<file path="config.mk">
export PLATFORM = sky130hd
export DESIGN_NAME = desc_file
export DESIGN_NICKNAME = d
export VERILOG_FILES = /design/src/rtl/desc_file_pkg.sv /design/src/rtl/desc_file_ctrl.sv /design/src/rtl/desc_acc.sv /design/src/rtl/desc_store.sv /design/src/rtl/desc_file.sv
export SDC_FILE = /design/constraint.sdc
export NUM_CORES = 2
export LEC_CHECK = 0
export BUFFER_PORTS_ARGS = -buffer_cell sky130_fd_sc_hd__buf_2
export CAP_MARGIN = 10
export CORE_MARGIN = 2
export CORE_UTILIZATION = 48
export CTS_BUF_LIST = sky130_fd_sc_hd__clkbuf_8
export DETAILED_ROUTE_END_ITERATION = 16
export SLEW_MARGIN = 20
export SYNTH_ARGS = -nofsm -noshare
export SYNTH_HDL_FRONTEND = slang
export SYNTH_HIERARCHICAL = 1
export SYNTH_SLANG_ARGS = --single-unit
</file>
<file path="constraint.sdc">
create_clock -name clk -period 6.8 [get_ports clk]
set_input_delay 0.34 -clock clk [delete_from_list [all_inputs] [get_ports clk]]
set_output_delay 0.34 -clock clk [all_outputs]
set_load 0.005 [all_outputs]
</file>
<file path="src/rtl/desc_file_pkg.sv">
package desc_file_pkg;

    localparam int SEG_W   = 16;
    localparam int REG_AW  = 6;
    localparam int EN_BIT  = 0;
    localparam int ACC_NB  = 5;

    localparam logic [REG_AW-1:0] A_PTR  = 6'h20;
    localparam logic [REG_AW-1:0] A_ACC0 = 6'h28;
    localparam logic [REG_AW-1:0] A_STAT = 6'h31;
    localparam logic [REG_AW-1:0] A_LOAD = 6'h3F;

    typedef struct packed {
        logic [SEG_W-1:0] base;
        logic [SEG_W-1:0] mask;
        logic [7:0]       status;
    } desc_t;

    typedef enum logic [2:0] {
        OP_NULL,
        OP_PTR,
        OP_ACC,
        OP_STAT,
        OP_LOAD
    } op_kind_e;

    typedef enum logic [1:0] {
        S_IDLE,
        S_EXEC,
        S_ACK
    } state_e;

    function automatic op_kind_e decode_op(input logic [REG_AW-1:0] a, input logic we);
        op_kind_e k;
        if (a == A_PTR)
            k = OP_PTR;
        else if (a >= A_ACC0 && a < A_ACC0 + REG_AW'(ACC_NB))
            k = OP_ACC;
        else if (a == A_STAT)
            k = OP_STAT;
        else if (a == A_LOAD && we)
            k = OP_LOAD;
        else
            k = OP_NULL;
        return k;
    endfunction

endpackage

</file>
<file path="src/rtl/desc_file_ctrl.sv">
module desc_file_ctrl
    import desc_file_pkg::*;
(
    input  logic              clk,
    input  logic              rst_n,
    input  logic              op_req,
    input  logic              op_we,
    input  logic [REG_AW-1:0] op_addr,
    input  logic [7:0]        op_wdata,
    input  logic [7:0]        rd_byte,
    output op_kind_e          cmd_kind,
    output logic [2:0]        cmd_sel,
    output logic [7:0]        cmd_wdata,
    output logic              ptr_we,
    output logic              acc_we,
    output logic              xfer,
    output logic              load,
    output logic              st_we,
    output logic              op_ack,
    output logic [7:0]        op_rdata
);

    state_e            state_q, state_d;
    op_kind_e          kind_q;
    logic              we_q;
    logic [REG_AW-1:0] addr_q;
    logic [7:0]        wdata_q;
    logic [7:0]        rdata_q;
    logic [REG_AW-1:0] acc_off;

    // state register and request capture
    always_ff @(posedge clk or negedge rst_n) begin
        if (!rst_n) begin
            state_q <= S_IDLE;
            kind_q  <= OP_NULL;
            we_q    <= 1'b0;
            addr_q  <= '0;
            wdata_q <= '0;
        end else begin
            state_q <= state_d;
            if (state_q == S_IDLE && op_req) begin
                kind_q  <= decode_op(op_addr, op_we);
                we_q    <= op_we;
                addr_q  <= op_addr;
                wdata_q <= op_wdata;
            end
        end
    end

    always_comb begin
        state_d = state_q;
        unique case (state_q)
            S_IDLE: if (op_req) state_d = S_EXEC;
            S_EXEC: state_d = S_ACK;
            S_ACK:  if (!op_req) state_d = S_IDLE;
            default: state_d = S_IDLE;
        endcase
    end

    // outputs
    always_comb begin
        ptr_we = 1'b0;
        acc_we = 1'b0;
        xfer   = 1'b0;
        load   = 1'b0;
        st_we  = 1'b0;
        if (state_q == S_EXEC) begin
            unique case (kind_q)
                OP_PTR:  ptr_we = we_q;
                OP_ACC:  acc_we = we_q;
                OP_STAT: begin
                    xfer  = !we_q;
                    st_we = we_q;
                end
                OP_LOAD: load = 1'b1;
                default: ;
            endcase
        end
    end

    always_ff @(posedge clk or negedge rst_n) begin
        if (!rst_n)
            rdata_q <= '0;
        else if (state_q == S_EXEC)
            rdata_q <= we_q ? 8'h00 : rd_byte;
    end

    assign acc_off   = addr_q - A_ACC0;
    assign cmd_sel   = acc_off[2:0];
    assign cmd_kind  = kind_q;
    assign cmd_wdata = wdata_q;
    assign op_ack    = (state_q == S_ACK);
    assign op_rdata  = rdata_q;

    assert_ack_hold_R8: assert property (@(posedge clk) disable iff (!rst_n)
        (op_ack && op_req) |=> op_ack);
    assert_ack_drop_R8: assert property (@(posedge clk) disable iff (!rst_n)
        (op_ack && !op_req) |=> !op_ack);
    assert_rdata_stable_R8: assert property (@(posedge clk) disable iff (!rst_n)
        (op_ack && $past(op_ack)) |-> $stable(op_rdata));
    assert_one_action_R8: assert property (@(posedge clk) disable iff (!rst_n)
        $onehot0({ptr_we, acc_we, xfer, load, st_we}));

endmodule

</file>
<file path="src/rtl/desc_acc.sv">
module desc_acc
    import desc_file_pkg::*;
#(
    parameter int PTR_W = 5
) (
    input  logic             clk,
    input  logic             rst_n,
    input  logic             ptr_we,
    input  logic             acc_we,
    input  logic             xfer,
    input  logic [2:0]       sel,
    input  logic [7:0]       wdata,
    input  desc_t            desc_in,
    output logic [PTR_W-1:0] ptr,
    output desc_t            acc
);

    logic [PTR_W-1:0] ptr_q;
    desc_t            acc_q;

    always_ff @(posedge clk or negedge rst_n) begin
        if (!rst_n)
            ptr_q <= '0;
        else if (ptr_we)
            ptr_q <= wdata[PTR_W-1:0];
    end

    always_ff @(posedge clk or negedge rst_n) begin
        if (!rst_n) begin
            acc_q <= '0;
        end else if (xfer) begin
            acc_q <= desc_in;
        end else if (acc_we) begin
            unique case (sel)
                3'd0:    acc_q.base[15:8] <= wdata;
                3'd1:    acc_q.base[7:0]  <= wdata;
                3'd2:    acc_q.mask[15:8] <= wdata;
                3'd3:    acc_q.mask[7:0]  <= wdata;
                default: acc_q.status     <= wdata;
            endcase
        end
    end

    assign ptr = ptr_q;
    assign acc = acc_q;

    assert_ptr_mask_R2: assert property (@(posedge clk) disable iff (!rst_n)
        ptr_we |=> ptr == $past(wdata[PTR_W-1:0]));
    assert_xfer_copy_R4: assert property (@(posedge clk) disable iff (!rst_n)
        xfer |=> acc == $past(desc_in));
    assert_acc_quiet_R6: assert property (@(posedge clk) disable iff (!rst_n)
        (!xfer && !acc_we) |=> $stable(acc));

endmodule

</file>
<file path="src/rtl/desc_store.sv">
module desc_store
    import desc_file_pkg::*;
#(
    parameter int NUM_DESC = 32,
    parameter int PTR_W    = 5
) (
    input  logic             clk,
    input  logic             rst_n,
    input  logic [PTR_W-1:0] idx,
    input  logic             load,
    input  logic             st_we,
    input  logic [7:0]       wdata,
    input  desc_t            acc,
    output desc_t            rd_desc
);

    desc_t entries [NUM_DESC];

    for (genvar g = 0; g < NUM_DESC; g++) begin : g_entry
        logic hit;
        logic [7:0] st_next;
        assign hit = (int'(idx) == g);
        always_comb begin
            st_next         = wdata;
            st_next[EN_BIT] = wdata[EN_BIT] & entries[g].status[EN_BIT];
        end
        always_ff @(posedge clk or negedge rst_n) begin
            if (!rst_n)
                entries[g] <= '0;
            else if (hit && load)
                entries[g] <= acc;
            else if (hit && st_we)
                entries[g].status <= st_next;
        end
    end

    assign rd_desc = entries[idx];

    assert_no_enable_set_R6: assert property (@(posedge clk) disable iff (!rst_n)
        (st_we && !rd_desc.status[EN_BIT]) |=> !entries[$past(idx)].status[EN_BIT]);
    assert_load_copy_R5: assert property (@(posedge clk) disable iff (!rst_n)
        load |=> entries[$past(idx)] == $past(acc));

endmodule

</file>
<file path="src/rtl/desc_file.sv">
module desc_file
    import desc_file_pkg::*;
#(
    parameter int NUM_DESC = 32,
    parameter int PTR_W    = $clog2(NUM_DESC)
) (
    input  logic       clk,
    input  logic       rst_n,
    input  logic       op_req,
    input  logic       op_we,
    input  logic [5:0] op_addr,
    input  logic [7:0] op_wdata,
    output logic       op_ack,
    output logic [7:0] op_rdata
);

    op_kind_e         cmd_kind;
    logic [2:0]       cmd_sel;
    logic [7:0]       cmd_wdata;
    logic             ptr_we, acc_we, xfer, load, st_we;
    logic [7:0]       rd_byte;
    logic [PTR_W-1:0] ptr;
    desc_t            acc;
    desc_t            rd_desc;

    desc_file_ctrl u_ctrl (
        .clk(clk), .rst_n(rst_n),
        .op_req(op_req), .op_we(op_we), .op_addr(op_addr), .op_wdata(op_wdata),
        .rd_byte(rd_byte),
        .cmd_kind(cmd_kind), .cmd_sel(cmd_sel), .cmd_wdata(cmd_wdata),
        .ptr_we(ptr_we), .acc_we(acc_we), .xfer(xfer), .load(load), .st_we(st_we),
        .op_ack(op_ack), .op_rdata(op_rdata)
    );

    desc_acc #(.PTR_W(PTR_W)) u_acc (
        .clk(clk), .rst_n(rst_n),
        .ptr_we(ptr_we), .acc_we(acc_we), .xfer(xfer),
        .sel(cmd_sel), .wdata(cmd_wdata), .desc_in(rd_desc),
        .ptr(ptr), .acc(acc)
    );

    desc_store #(.NUM_DESC(NUM_DESC), .PTR_W(PTR_W)) u_store (
        .clk(clk), .rst_n(rst_n),
        .idx(ptr), .load(load), .st_we(st_we), .wdata(cmd_wdata),
        .acc(acc), .rd_desc(rd_desc)
    );

    // read byte selection for the captured request
    always_comb begin
        rd_byte = 8'hFF;
        unique case (cmd_kind)
            OP_PTR:  rd_byte = 8'(ptr);
            OP_ACC: begin
                unique case (cmd_sel)
                    3'd0:    rd_byte = acc.base[15:8];
                    3'd1:    rd_byte = acc.base[7:0];
                    3'd2:    rd_byte = acc.mask[15:8];
                    3'd3:    rd_byte = acc.mask[7:0];
                    default: rd_byte = acc.status;
                endcase
            end
            OP_STAT: rd_byte = rd_desc.status;
            default: rd_byte = 8'hFF;
        endcase
    end

    assert_idle_quiet_R1: assert property (@(posedge clk) disable iff (!rst_n)
        (!op_req && !op_ack) |=> !op_ack);

endmodule

</file>
* Yosys cells after proc, flatten, opt, wreduce, memory -nomap -nowiden
Cells that the tools add are included.
** Word-level totals
- Bits of input ports :: 18
- Bits in registers :: 1350
- Output and inout bits :: 9
- Logic and storage cells :: 400
** Operators by class
- Add/subtract/negate cells :: 1
- Bitwise logic cells :: 33
- Mux-type cells :: 94
- Magnitude comparators :: 3
- Equal/unequal tests :: 46
- Reduce and logical (&&, ||, !) cells :: 115
** Operators by type and width (count)
- $mux W8 :: 70
- $bmux W40 S5 :: 1
- $mux W40 :: 4
- $eq A5 B5 Y1 const B :: 16
- $reduce_bool A2 Y1 :: 37
- $logic_and A1 B1 Y1 :: 67
- $eq A5 B4 Y1 const B :: 8
- $and A1 B1 Y1 :: 32
- $pmux W8 S4 :: 1
- $pmux W8 S3 :: 1
- $eq A5 B3 Y1 const B :: 4
- $eq A6 B6 Y1 const B :: 3
- $eq A3 B2 Y1 const B :: 4
- $ge A6 B6 Y1 const B :: 2
- $mux W3 :: 4
- $reduce_and A2 Y1 :: 6
- $eq A5 B2 Y1 const B :: 2
- $mux W1 :: 10
- $eq A3 B1 Y1 const B :: 2
- $lt A6 B6 Y1 const B :: 1
- $not A5 Y6 :: 1
- $pmux W2 S3 :: 1
- $eq A5 B1 Y1 const B :: 1
- $logic_not A5 Y1 :: 1
- 11 further kinds :: 13

* Longest topological paths before layout
- Depth after elaboration :: 6
- Gate-level depth with buffers :: 14
- Gate-level depth less buffers :: 9

* By module
Netlist, hierarchy kept.
** By module, submodules not included
- desc_store :: area each 59245.6 um2, sequential area each 32030.7 um2, times used 1, cells each 5125
- desc_acc :: area each 2057.0 um2, sequential area each 1126.1 um2, times used 1, cells each 188
- desc_file_ctrl :: area each 1149.9 um2, sequential area each 625.6 um2, times used 1, cells each 120
- desc_file :: area each 473.0 um2, sequential area each 0.0 um2, times used 1, cells each 50

* Worst setup path after synthesis
No wires, ideal clock.
- Path kind :: register -> register
- From :: register u_ctrl.state_q[1]
- To :: register u_store/entries[771] (netlist bit)
- Required time :: 6.675 ns
- Path slack :: 4.318 ns
- Buffers on the path :: 4
- Period minus slack after synthesis :: 2.482 ns
- Setup time :: 0.125 ns
- Arrival time :: 2.357 ns
- Stages on the path, launching flop included :: 10
- Cell sequence :: dfrtp_1 nand2b_1 buf_2 nor4b_1 nor2b_1 clkbuf_1 and3_1 buf_2 buf_2 mux2_2
** Between the ends
- Word-level cells in the longest chain between the ends :: 3
** Ends and longest elaborated chain
- start: declaration :: RTL line desc_file_ctrl.sv:23 : state_e state_q, state_d;
- start signal: assignment :: RTL line desc_file_ctrl.sv:40 : state_q <= state_d;
- $eq A2 B1 Y1 :: RTL line desc_file_ctrl.sv:67 : if (state_q == S_EXEC) begin
- $mux W1 :: RTL line desc_file_ctrl.sv:67
- via load :: RTL line desc_file.sv:20 : logic ptr_we, acc_we, xfer, load, st_we;
- $logic_and A1 B1 Y1 :: RTL line desc_store.sv:30 : else if (hit && load)
- end: declaration :: RTL line desc_store.sv:17 : desc_t entries [NUM_DESC];
The timed path passes the listed nets, and every way through them passes these cells.
A chain may end at the register's enable or synchronous reset.

* Final worst setup path
- From :: register u_acc.ptr_q[2], in the netlist u_acc/ptr[2]
- To :: register u_store/entries[371] (netlist bit)
** Between the ends
- Word-level cells in the longest chain between the ends :: 2
** Ends and longest elaborated chain
- start: declaration :: RTL line desc_acc.sv:18 : logic [PTR_W-1:0] ptr_q;
- start signal: assignment :: RTL line desc_acc.sv:25 : ptr_q <= wdata[PTR_W-1:0];
- $eq A5 B5 Y1 :: RTL line desc_store.sv:22 : assign hit = (int'(idx) == g);
- $logic_and A1 B1 Y1 :: RTL line desc_store.sv:30
No other way between the ends.

==> out/qor.yml <==
finish:
  layout-drive-gt1-share_pct: 24.4
  final_core_util_pct: 53.2
  final_cell_mix: "nand2_1, dfrtp_1, mux2_2, mux2i_1, clkbuf_8"
  final.fill_count: 11300
  area_delta_synth_final_pct: 9.73
  mostFrequentLayoutCell: "nand2_1"
  fin_nets: 5434
critical_path:
  required_ns: 7.58
  end_kind: "register"
  path_max_fanout: 41
  start_kind: "register"
  rr_worst_depth: 4
  crit_arrival_ns: 5.04
  crit_type: "register to register"
cts:
  holdBufCountCts: 24
  cts.sinks: 1350
  cts_root_buf: "clkbuf_8"
  post_cts_buffers: 0
  cts_max_level: 4
  clk_pin_slew_ns: 0.07
  clock_latency_ns: 0.97
  ctsLongestPathBuffers: 3
  cts_made_buffers: 221
  cts_resized: 0
  cts_tree: "yes"
place:
  dp.final_hpwl_um: 115000
  portBuffers: 26
  gp_congestion: 0.863
  pre_cts_ws_ns: 2.70
power_and_ir_drop:
  pwr-share-seq_pct: 45.4
  total_leakage_power_nw: 33.2
  p_per_area_nw_per_um2: 269
  switchingPower_w: 0.00578
  intPower_w: 0.0128
  irDropWorstVdd_v: 0.000180
  p_comb_share_pct: 15.9
  clkPwrFrac_pct: 38.7
  swShare_pct: 31.1
synth:
  syn_nets: 5501
  ys_types: 76
  ys.flop_type: "dfrtp_1"
  synthArstFlopShare_pct: 100
  synth_edf_count: 0
  syn-cell-area_um2: 62900
  synth_area_per_cell_um2: 11.5
  yosysSeqAreaShare_pct: 53.7
  yosysWarnings: 6
  ys_ff_latch: 1350
  syn_inst: 5483
route:
  drt-total-wl_um: 194000
  antenna_left: 0
  routedWlPerCell_um: 26.4
  wl_met3_um: 14600
  routed.top_layer: "met5"
  dr.pass1.iters: 7
  wl_met2_um: 88000
  drtIter0Drc: 4545
  routed_via_density: 5.99
  drc: 0
  wl_met1_um: 83600
  num_vias: 43900
sta:
  setup_viol: 0
  slew_headroom_pct: 21.2
  clock-skew-final_ns: 0.0737
  setup_slack_ns: 2.54
  worst_slew_pin_slew_ns: 1.18
  rsz0062_at_grt: "false"
  slew_violations: 0
  hold_viol: 0
  period_share_pct: 62.6
  fmax_mhz: 235
  tns_ns: 0
  period_needed_ns: 4.26
floorplan:
  die-area_um2: 134000
  chipWidth_um: 366
  floorplan.initialDensity_pct: 48.5
  fp.dieH_um: 366
  num_rows: 132
  ios: 27
  core-area_um2: 130000
worst_hold_path:
  hp-class: "input port to register"
  hold_depth: 4
grt:
  grt_pass1_vias: 43900
  grt_usage_pct: 29.0
  grt_max_degree: 166
  grt_first_pass_wirelength_um: 293000
  grt_remaining_overflow: 0
  antenna_found_initial: 5
status:
  outcome: "finished clean"
run:
  cap_viol_max_count: 0
## layer usage
metal,track usage [%],vias to the layer above
li1,-,18900
met1,41.0,22900
met2,44.4,1727
met3,5.61,402
met4,11.1,4
met5,0,-
## synthesized netlist by cell type (all sizes together), types with 6 or more instances
cell / number / area [µm²]
nor2b: 10 / 62.6
a22o: 27 / 236
mux4: 226 / 5110
mux2i: 296 / 2960
mux2: 613 / 6900
a21oi: 131 / 656
nor2: 104 / 495
nand2: 1570 / 5900
a22oi: 78 / 586
a31oi: 25 / 156
nor4: 21 / 131
dfrtp: 1350 / 33800
o22ai: 48 / 300
o21ai: 280 / 1410
inv: 6 / 22.5
nor3: 21 / 221
clkbuf: 233 / 886
o221ai: 59 / 517
nand2b: 21 / 141
nand3: 40 / 220
o211ai: 9 / 67.6
buf: 255 / 1610
## final timing paths
path                                      start               endpoint  slack, ns
max reg2reg                        u_acc/ptr[2]   u_store/entries[371]       2.54
min                                 op_wdata[1]    u_ctrl/cmd_wdata[1]       0.11
min in group asynchronous                 rst_n   u_store/entries[107]       0.12
max in group asynchronous                 rst_n  u_store/entries[1121]       5.28
max                                u_acc/ptr[2]   u_store/entries[371]       2.54
min reg2reg                u_store/entries[545]   u_store/entries[545]       0.47
## per-stage QoR
stage               hold slack [ns]  total power [W]  instance area, µm²  std cells
finish                        0.114           0.0186               69000       7333
CTS                          0.0357           0.0187               69000       7329
floorplan                    0.0444           0.0102               62900       5483
global route                 0.0863           0.0193               69000       7331
detailed placement            0.338           0.0115               64300       6911
global placement              0.346           0.0115               64200       6909
## kinds of logic (layout without fill, tap and decap cells)
| logic type | count (synthesis) | count (layout) | share of synthesized area, % |
|---|---|---|---|
| AND/OR/NAND/NOR | 1823 | 1823 | 11.9 |
| flip-flops | 1350 | 1350 | 53.7 |
| multiplexers | 1135 | 1135 | 23.8 |
| AO/OA/AOI/OAI | 678 | 678 | 6.53 |
| buffers and inverters | 496 | 600 | 4.03 |
| XOR/XNOR | 1 | 1 | 0.0139 |
| other | 0 | 4 | 0 |
## state kept, by name, summed over array words and instances, names as in the netlist
register          cells
u_store/entries    1280
u_acc/acc            40
u_ctrl/cmd_wdata      8
u_ctrl/op_rdata       8
u_acc/ptr             5
u_ctrl/addr_q         3
u_ctrl/cmd_kind       3
u_ctrl/state_q        2
u_ctrl/we_q           1
## power by group through the flow
stage	clock network, W	logic (W)	registers, W
after detailed placement	0	0.00291	0.00859
after global placement	0	0.00289	0.00859
after floorplan	0	0.00184	0.00841
after global routing	0.00772	0.00311	0.00846
final	0.00719	0.00296	0.00845
after CTS	0.00734	0.00294	0.00844
## worst max-delay path, stage by stage, from the launching register on
cell and delay [ns]:
dfrtp_4 0.70, buf_4 0.62, nor2b_4 1.06, nand3_4 1.06, mux2_2 0.60
## final cells by class
type,count,area (µm²),share of cell area [%]
sequential,1350,33800,49.0
multi-input combinational,3637,26900,38.9
clock buffer,288,3960,5.74
tap,1742,2180,3.16
timing repair buffer,198,1640,2.38
clock inverter,106,542,0.785
inverter,8,42.5,0.0616
antenna,4,10.0,0.0145
(Power assumes the default switching activity.)
